`config.mk`:
```
export PLATFORM = sky130hd
export DESIGN_NAME = io_dir_arbiter
export DESIGN_NICKNAME = d
export VERILOG_FILES = /design/src/rtl/arb_pkg.sv /design/src/rtl/arb_edge.sv /design/src/rtl/arb_drive.sv /design/src/rtl/arb_channel.sv /design/src/rtl/io_dir_arbiter.sv
export SDC_FILE = /design/constraint.sdc
export NUM_CORES = 1
export LEC_CHECK = 0
export BUFFER_PORTS_ARGS = -buffer_cell sky130_fd_sc_hd__buf_2
export CAP_MARGIN = 20
export CORE_MARGIN = 10
export CORE_UTILIZATION = 55
export CTS_CLUSTER_DIAMETER = 200
export DETAILED_ROUTE_END_ITERATION = 8
export PLACE_DENSITY_LB_ADDON = 0.1
export SETUP_SLACK_MARGIN = 0.1
export SLEW_MARGIN = 40
export SYNTH_ARGS = -nofsm -noshare
export SYNTH_HDL_FRONTEND = slang
export SYNTH_SLANG_ARGS = --single-unit
```
`constraint.sdc`:
```
create_clock -name clk -period 1.9 [get_ports clk]
set_input_delay 0.19 -clock clk [delete_from_list [all_inputs] [get_ports clk]]
set_output_delay 0.19 -clock clk [all_outputs]
set_load 0.03 [all_outputs]
```
`src/rtl/arb_pkg.sv`:
```
package arb_pkg;

  typedef enum logic [1:0] {
    CH_OFF     = 2'd0,
    CH_IDLE    = 2'd1,
    CH_HOST_IN = 2'd2,
    CH_CARD_IN = 2'd3
  } ch_state_t;

  typedef struct packed {
    logic fall;
    logic rise;
  } edge_t;

endpackage

```
`src/rtl/arb_edge.sv`:
```
module arb_edge #(
  parameter logic IDLE_LEVEL = 1'b1
) (
  input  logic          clk,
  input  logic          rst_n,
  input  logic          level,
  output arb_pkg::edge_t ev
);

  logic prev_q;

  always_ff @(posedge clk or negedge rst_n) begin
    if (!rst_n) prev_q <= IDLE_LEVEL;
    else        prev_q <= level;
  end

  always_comb begin
    ev.fall = prev_q & ~level;
    ev.rise = ~prev_q & level;
  end

endmodule

```
`src/rtl/arb_drive.sv`:
```
module arb_drive (
  input  logic                clk,
  input  logic                rst_n,
  input  arb_pkg::ch_state_t  state,
  input  arb_pkg::ch_state_t  nxt,
  input  logic                leave,
  output logic                host_lo,
  output logic                host_hi,
  output logic                card_lo,
  output logic                card_hi
);
  import arb_pkg::*;

  always_ff @(posedge clk or negedge rst_n) begin
    if (!rst_n) begin
      card_lo <= 1'b1;
      host_lo <= 1'b0;
      card_hi <= 1'b0;
      host_hi <= 1'b0;
    end else begin
      card_lo <= (nxt == CH_OFF) || (nxt == CH_HOST_IN);
      host_lo <= (nxt == CH_CARD_IN);
      card_hi <= leave && (state == CH_HOST_IN);
      host_hi <= leave && (state == CH_CARD_IN);
    end
  end

endmodule

```
`src/rtl/arb_channel.sv`:
```
module arb_channel #(
  parameter logic CARD_FIRST = 1'b1
) (
  input  logic clk,
  input  logic rst_n,
  input  logic rx_en,
  input  logic cs,
  input  logic host_lvl,
  input  logic card_lvl,
  output logic host_lo,
  output logic host_hi,
  output logic card_lo,
  output logic card_hi
);
  import arb_pkg::*;

  edge_t     host_ev;
  edge_t     card_ev;
  ch_state_t state_q;
  ch_state_t nxt;
  logic      leave;
  logic      take_card;
  logic      take_host;

  arb_edge #(.IDLE_LEVEL(1'b1)) u_host_edge (
    .clk   (clk),
    .rst_n (rst_n),
    .level (host_lvl),
    .ev    (host_ev)
  );

  // Card lines are held low in reset, so the idle sample is low.
  arb_edge #(.IDLE_LEVEL(1'b0)) u_card_edge (
    .clk   (clk),
    .rst_n (rst_n),
    .level (card_lvl),
    .ev    (card_ev)
  );

  // Tie-break: the preferred side takes a simultaneous fall.
  always_comb begin
    if (CARD_FIRST) begin
      take_card = card_ev.fall;
      take_host = host_ev.fall && !card_ev.fall;
    end else begin
      take_host = host_ev.fall;
      take_card = card_ev.fall && !host_ev.fall;
    end
  end

  always_comb begin
    nxt   = state_q;
    leave = 1'b0;
    if (!rx_en) begin
      nxt = CH_OFF;
    end else if (!cs) begin
      nxt = CH_IDLE;
    end else begin
      case (state_q)
        CH_OFF:  nxt = CH_IDLE;
        CH_IDLE: begin
          if (take_card)      nxt = CH_CARD_IN;
          else if (take_host) nxt = CH_HOST_IN;
        end
        CH_HOST_IN: begin
          if (host_ev.rise) begin
            nxt   = CH_IDLE;
            leave = 1'b1;
          end
        end
        CH_CARD_IN: begin
          if (card_ev.rise) begin
            nxt   = CH_IDLE;
            leave = 1'b1;
          end
        end
        default: nxt = CH_OFF;
      endcase
    end
  end

  always_ff @(posedge clk or negedge rst_n) begin
    if (!rst_n) state_q <= CH_OFF;
    else        state_q <= nxt;
  end

  arb_drive u_drive (
    .clk     (clk),
    .rst_n   (rst_n),
    .state   (state_q),
    .nxt     (nxt),
    .leave   (leave),
    .host_lo (host_lo),
    .host_hi (host_hi),
    .card_lo (card_lo),
    .card_hi (card_hi)
  );

endmodule

```
`src/rtl/io_dir_arbiter.sv`:
```
module io_dir_arbiter #(
  parameter int   NUM_CH     = 3,
  parameter logic CARD_FIRST = 1'b1
) (
  input  logic              clk,
  input  logic              rst_n,
  input  logic              rx_en,
  input  logic              cs,
  input  logic [NUM_CH-1:0] host_lvl,
  input  logic [NUM_CH-1:0] card_lvl,
  output logic [NUM_CH-1:0] host_pull_lo,
  output logic [NUM_CH-1:0] host_push_hi,
  output logic [NUM_CH-1:0] card_pull_lo,
  output logic [NUM_CH-1:0] card_push_hi
);

  for (genvar g = 0; g < NUM_CH; g++) begin : g_ch
    arb_channel #(.CARD_FIRST(CARD_FIRST)) u_ch (
      .clk      (clk),
      .rst_n    (rst_n),
      .rx_en    (rx_en),
      .cs       (cs),
      .host_lvl (host_lvl[g]),
      .card_lvl (card_lvl[g]),
      .host_lo  (host_pull_lo[g]),
      .host_hi  (host_push_hi[g]),
      .card_lo  (card_pull_lo[g]),
      .card_hi  (card_push_hi[g])
    );
  end

endmodule

```
## Word level (Yosys, flattened, before mapping)

Index checks and enable logic that the tools add are counted.

- Reductions and logical operators: 21
- Mux-type cells: 36
- Bitwise logic cells: 24
- Eq/ne operators: 15

Operator list:

| cell | count |
|---|---|
| 2-bit two-way mux | 18 |
| 2-bit equality test, second input constant | 12 |
| 2-bit one-hot mux with 4 select lines | 3 |
| 1-bit bitwise AND | 12 |
| 2-bit logical NOT | 6 |
| 1-bit two-way mux | 12 |
| 1-bit NOT | 12 |
| 1-bit logical AND | 9 |
| 2-bit by 1-bit equality test with 1-bit output, second input constant | 3 |
| 1-bit one-hot mux with 2 select lines | 3 |
| 1-bit logical NOT | 3 |
| 1-bit logical OR | 3 |

- Output and inout port bits: 12
- Bits in registers: 24

## Longest topological paths before layout

- Depth in word-level cells: 11
- Gate-level depth with buffers: 4

## Hierarchy

Synthesis repeated with hierarchy kept, for this count alone.

- Cell total of the unflattened synthesis: 75
- Area, all modules: 1043.5 µm²

Modules (own cells, without submodules):

| module | area an instance (µm²) | seq. area each (µm²) | cells an instance | times used |
|---|---|---|---|---|
| arb_channel | 138.9 | 50.0 | 11 | 3 |
| arb_drive | 127.6 | 101.3 | 8 | 3 |
| arb_edge at g_ch[0].u_ch.u_host_edge ... | 41.3 | 26.3 | 3 | 3 |
| arb_edge at g_ch[0].u_ch.u_card_edge ... | 40.0 | 25.0 | 3 | 3 |

## Worst setup path before layout

OpenSTA, ideal clock, no wires.

- Kind: reg-to-reg
- Start: register g_ch[0].u_ch.u_host_edge.prev_q
- End: register g_ch[0].u_ch.state_q[0]
- Setup slack: 0.625 ns
- Stages on the path, launching flop included: 4
- Path buffers: 0
- Data arrival time: 1.144 ns
- Path through: dfstp_2 > or3b_4 > o21bai_2 > a21boi_0

- Cells in the longest elaborated chain, start to end: 7
- Elaborated cells on any way between the ends: 10

RTL lines:

| item | RTL line | text |
|---|---|---|
| start: declaration | arb_edge.sv:10 | `logic prev_q;` |
| start signal: assignment | arb_edge.sv:14 | `else prev_q <= level;` |
| 1-bit bitwise AND | arb_edge.sv:18 | `ev.fall = prev_q & ~level;` |
| 1-bit logical AND | arb_channel.sv:44 | `take_host = host_ev.fall && !card_ev.fall;` |
| 2-bit two-way mux | arb_channel.sv:63 | `else if (take_host) nxt = CH_HOST_IN;` |
| 2-bit two-way mux | arb_channel.sv:62 | `if (take_card) nxt = CH_CARD_IN;` |
| 2-bit one-hot mux with 4 select lines * | arb_channel.sv:59 | `case (state_q)` |
| 2-bit two-way mux * | arb_channel.sv:56 | `end else if (!cs) begin` |
| 2-bit two-way mux * | arb_channel.sv:54 | `if (!rx_en) begin` |
| named net g_ch[0].u_ch.nxt[0] | arb_channel.sv:20 | `ch_state_t nxt;` |
| end signal: assignment | arb_channel.sv:84 | `else state_q <= nxt;` |
| end: declaration | arb_channel.sv:19 | `ch_state_t state_q;` |

The timed path passes the listed nets; every way through them passes the cells marked *.

## Worst setup path after layout

- Start: input card_lvl[1]
- End: register g_ch[1].u_ch.state_q[1]

- Cells in the longest elaborated chain, start to end: 9
- Elaborated cells on any way between the ends: 11

RTL lines:

| item | RTL line | text |
|---|---|---|
| start: declaration | io_dir_arbiter.sv:10 | `input logic [NUM_CH-1:0] card_lvl,` |
| 1-bit NOT | arb_edge.sv:18 |  |
| 1-bit bitwise AND | arb_edge.sv:18 |  |
| 1-bit logical NOT | arb_channel.sv:44 |  |
| 1-bit logical AND | arb_channel.sv:44 |  |
| 2-bit two-way mux | arb_channel.sv:63 |  |
| 2-bit two-way mux | arb_channel.sv:62 |  |
| 2-bit one-hot mux with 4 select lines * | arb_channel.sv:59 |  |
| 2-bit two-way mux * | arb_channel.sv:56 |  |
| 2-bit two-way mux * | arb_channel.sv:54 |  |
| named net g_ch[1].u_ch.nxt[1] | arb_channel.sv:20 |  |
| end signal: assignment | arb_channel.sv:84 |  |
| end: declaration | arb_channel.sv:19 |  |

Marked as above.

==> out/qor.csv <==
metric,value,unit
run_status,"finished, final reports clean",
cts_resized,0,
power_report.internal_total,0.6978,mW
postRouteWirelength,1739,um
place.detailed.hpwl,1286,um
portBuffers,21,
relSlewSlack,66.26,%
worstSetupStartpoint,card_lvl[1],
worst_ir_drop_vdd,480.9,uV
worst_r2r_startpoint,g_ch[1].u_ch.u_host_edge.prev_q$_DFF_PN1_,
antenna_violations_before_repair,0,
ys_top_cells_by_area,"sky130_fd_sc_hd__dfrtp_1, sky130_fd_sc_hd__dfstp_2, sky130_fd_sc_hd__buf_4",
core,1783,um^2
syn_to_final_growth,11.28,%
clk_transition_reported_paths,0.12,ns
synth.most_common_cell,sky130_fd_sc_hd__dfrtp_1,
fmax,692.3,MHz
h-tree-depth,1,
worst_slew_pin_slew,0.5061,ns
kind_of_end_point_of_the_critical_path,flip-flop,
ios,22,
synthFlopType,sky130_fd_sc_hd__dfrtp_1,
maximum_number_of_pins_on_one_net_before_global_route_repair,25,
hold-path-endpoint,g_ch[0].u_ch.u_card_edge.prev_q$_DFF_PN0_,
ys_seq_elements,24,
power.static_leakage,0.5942,nW
antenna_cells_inserted,0,
first_global_vias,680,
synth.lib_cells_used.distinct,26,
gr-usage-all-layers,9.068,%
cts_tree,yes,
cp_data_required_time,2.09,ns
finalHoldViolCount,0,
worstHoldPathType,in -> reg,
synth-edff-count,0,
grt_pass1_wl,3070,um
firstDrtPassIters,4,
placementRows,15,
holdPathStages,1,
die-width,64.23,um
cap_viol_max_count,0,
cts_root_buf,sky130_fd_sc_hd__clkbuf_4,
dr_total_vias,656,
tritoncts_num_sinks,24,
worst_clock_skew,0.006598,ns
synth_nets,99,
rsz0062_at_grt,no,
worstHoldStart,card_lvl[0],
synthTopCellsByCount,"sky130_fd_sc_hd__dfrtp_1, sky130_fd_sc_hd__buf_4, sky130_fd_sc_hd__dfstp_2, sky130_fd_sc_hd__nand2b_1, sky130_fd_sc_hd__nor3_1",
grt_remaining_overflow,0,
power.combinational.fraction,12.3,%
asr_flop_ratio_synth,100.0,%
p_seq_share,60.0,%
worst_setup_path_start_kind,input port,
die_area,4125,um^2
via_per_inst,5.008,
finalCritPeriodShare,76.03,%
placed_cells_incl_taps,122,
clock_power_share,27.7,%
insertion_delay,0.30,ns
layout-drive-gt1-share,40.57,%
layoutNonFillerInstCount,131,
route.detailed.wl_per_inst,13.27,um
finalNetCount,117,
drtAntennaViolNets,0,
final_period_minus_worst_setup_slack,1.445,ns
ff2ff_path_depth,4,
synthDominantAreaCellType,sky130_fd_sc_hd__dfrtp_1,
synth_largest_type_area_fraction,41.86,%
cts_made_buffers,3,
r2r_end,g_ch[1].u_ch.u_drive.host_lo$_DFF_PN0_,
postSynthCellCount,89,
cell_area_synth,1076,um^2
timing.reg2reg.setup_slack,0.57,ns
die-height,64.23,um
drtIter0Drc,16,
clockBufferDepth,2,
routabilityCongestion,0.8257,
tns,0,ns
initial_core_util,60.35,%
synth.avg_cell_area,12.09,um^2
p_per_area,758.0,nW/um^2
synth_warnings,0,
power.switching_fraction,23.12,%
ys_seq_area_share,56.51,%
critical_path_arrival,1.63,ns
setup-violations-final,0,
power.net_switching,0.2099,mW
crit_type,in -> reg,
critical_path.max_fanout,3,
final-max-slew-violation-count,0,
drcViolationCount,0,
-- per-stage QoR --
stage	utilization, %	setup WS, ns	power (mW)	hold WS [ns]	area [um^2]
final	67.16	0.4554	0.9077	0.02146	1197
after global routing	67.16	0.3444	0.9595	0.001917	1197
after CTS	66.60	0.5523	0.9209	0.003706	1187
after detailed placement	62.32	0.5804	0.6593	0.1913	1111
after global placement	62.32	0.6081	0.6559	0.1849	1111
after floorplan	-	0.6252	0.6297	-0.1056	1076
-- cells by family (layout without fill, tap and decap cells) --
kind of cell / count (synthesis) / in the layout / share of synthesized area (%)
simple gates: 34 / 34 / 19.88
buf+inv: 16 / 33 / 10.47
flops: 24 / 24 / 56.51
compound gates: 15 / 15 / 13.14
-- routing by layer --
layer | GRT usage (%) | up-vias | share of wire (%)
li1 | - | 332 | -
met1 | 10.92 | 305 | 45
met2 | 13.43 | 17 | 45
met3 | 4.530 | 2 | 9.4
met4 | 3.743 | 0 | 0.58
met5 | 0 | - | 0
-- registers in the layout, indices dropped and copies added, names as in the netlist --
register,cells
g_ch.u_ch.u_drive.card_hi,3
g_ch.u_ch.u_drive.host_hi,3
g_ch.u_ch.state_q,6
g_ch.u_ch.u_card_edge.prev_q,3
g_ch.u_ch.u_drive.card_lo,3
g_ch.u_ch.u_host_edge.prev_q,3
g_ch.u_ch.u_drive.host_lo,3
-- worst max-delay path, cell delays in order --
cell	delay [ns]
sky130_fd_sc_hd__dlygate4sd3_1	0.53
sky130_fd_sc_hd__buf_2	0.12
sky130_fd_sc_hd__or2b_2	0.31
sky130_fd_sc_hd__a311oi_1	0.41
sky130_fd_sc_hd__nor2_1	0.07
-- power by group through the flow --
stage / clock network [mW] / logic (mW) / registers, mW
6_report: 0.251 / 0.112 / 0.545
5_1_grt: 0.286 / 0.125 / 0.549
4_1_cts: 0.264 / 0.112 / 0.545
3_5_place_dp: 0 / 0.105 / 0.554
3_3_place_gp: 0 / 0.102 / 0.554
2_1_floorplan: 0 / 0.0772 / 0.553
-- layout make-up --
type	count	area [um^2]
sequential	24	608.1
inverter	3	11.26
timing repair buffer	26	155.1
multi-input combinational	49	355.3
fill	144	585.6
clock buffer	4	36.28
tap	25	31.28
-- cell usage in the layout (no fill, tap or decap), types with 3 or more instances in the layout --
| cell | synthesis | layout |
|---|---|---|
| sky130_fd_sc_hd__inv_1 | 3 | 3 |
| sky130_fd_sc_hd__buf_2 | 0 | 21 |
| sky130_fd_sc_hd__nor2_1 | 4 | 4 |
| sky130_fd_sc_hd__nand2_1 | 3 | 3 |
| sky130_fd_sc_hd__nor3_1 | 5 | 5 |
| sky130_fd_sc_hd__dlygate4sd3_1 | 0 | 5 |
| sky130_fd_sc_hd__clkbuf_4 | 0 | 3 |
| sky130_fd_sc_hd__nand2b_1 | 6 | 6 |
| sky130_fd_sc_hd__nor3b_1 | 3 | 3 |
| sky130_fd_sc_hd__a311oi_1 | 3 | 3 |
| sky130_fd_sc_hd__a21boi_0 | 3 | 3 |
| sky130_fd_sc_hd__and3_1 | 3 | 3 |
| sky130_fd_sc_hd__dfrtp_1 | 18 | 18 |
| sky130_fd_sc_hd__dfstp_2 | 6 | 6 |
-- how the worst max path moves through the flow --
stage                     slack [ns]                           endpoint  depth (start not counted)
after floorplan                 0.63  g_ch[0].u_ch.state_q[0]$_DFF_PN0_                          3
after global placement          0.61  g_ch[0].u_ch.state_q[0]$_DFF_PN0_                          3
after detailed placement        0.58  g_ch[0].u_ch.state_q[0]$_DFF_PN0_                          3
after CTS                       0.55  g_ch[0].u_ch.state_q[0]$_DFF_PN0_                          5
after global routing            0.34  g_ch[1].u_ch.state_q[1]$_DFF_PN0_                          5
final                           0.46  g_ch[1].u_ch.state_q[1]$_DFF_PN0_                          5
-- what timing repair did --
| action | in CTS | in global routing |
|---|---|---|
| hold buffers | 4 | 1 |
| setup buffers | 0 | 0 |
| setup endpoints to repair | 0 | 0 |
| endpoints found under the hold margin | 21 | 1 |
Note: power is estimated with default switching activity, not from simulation.
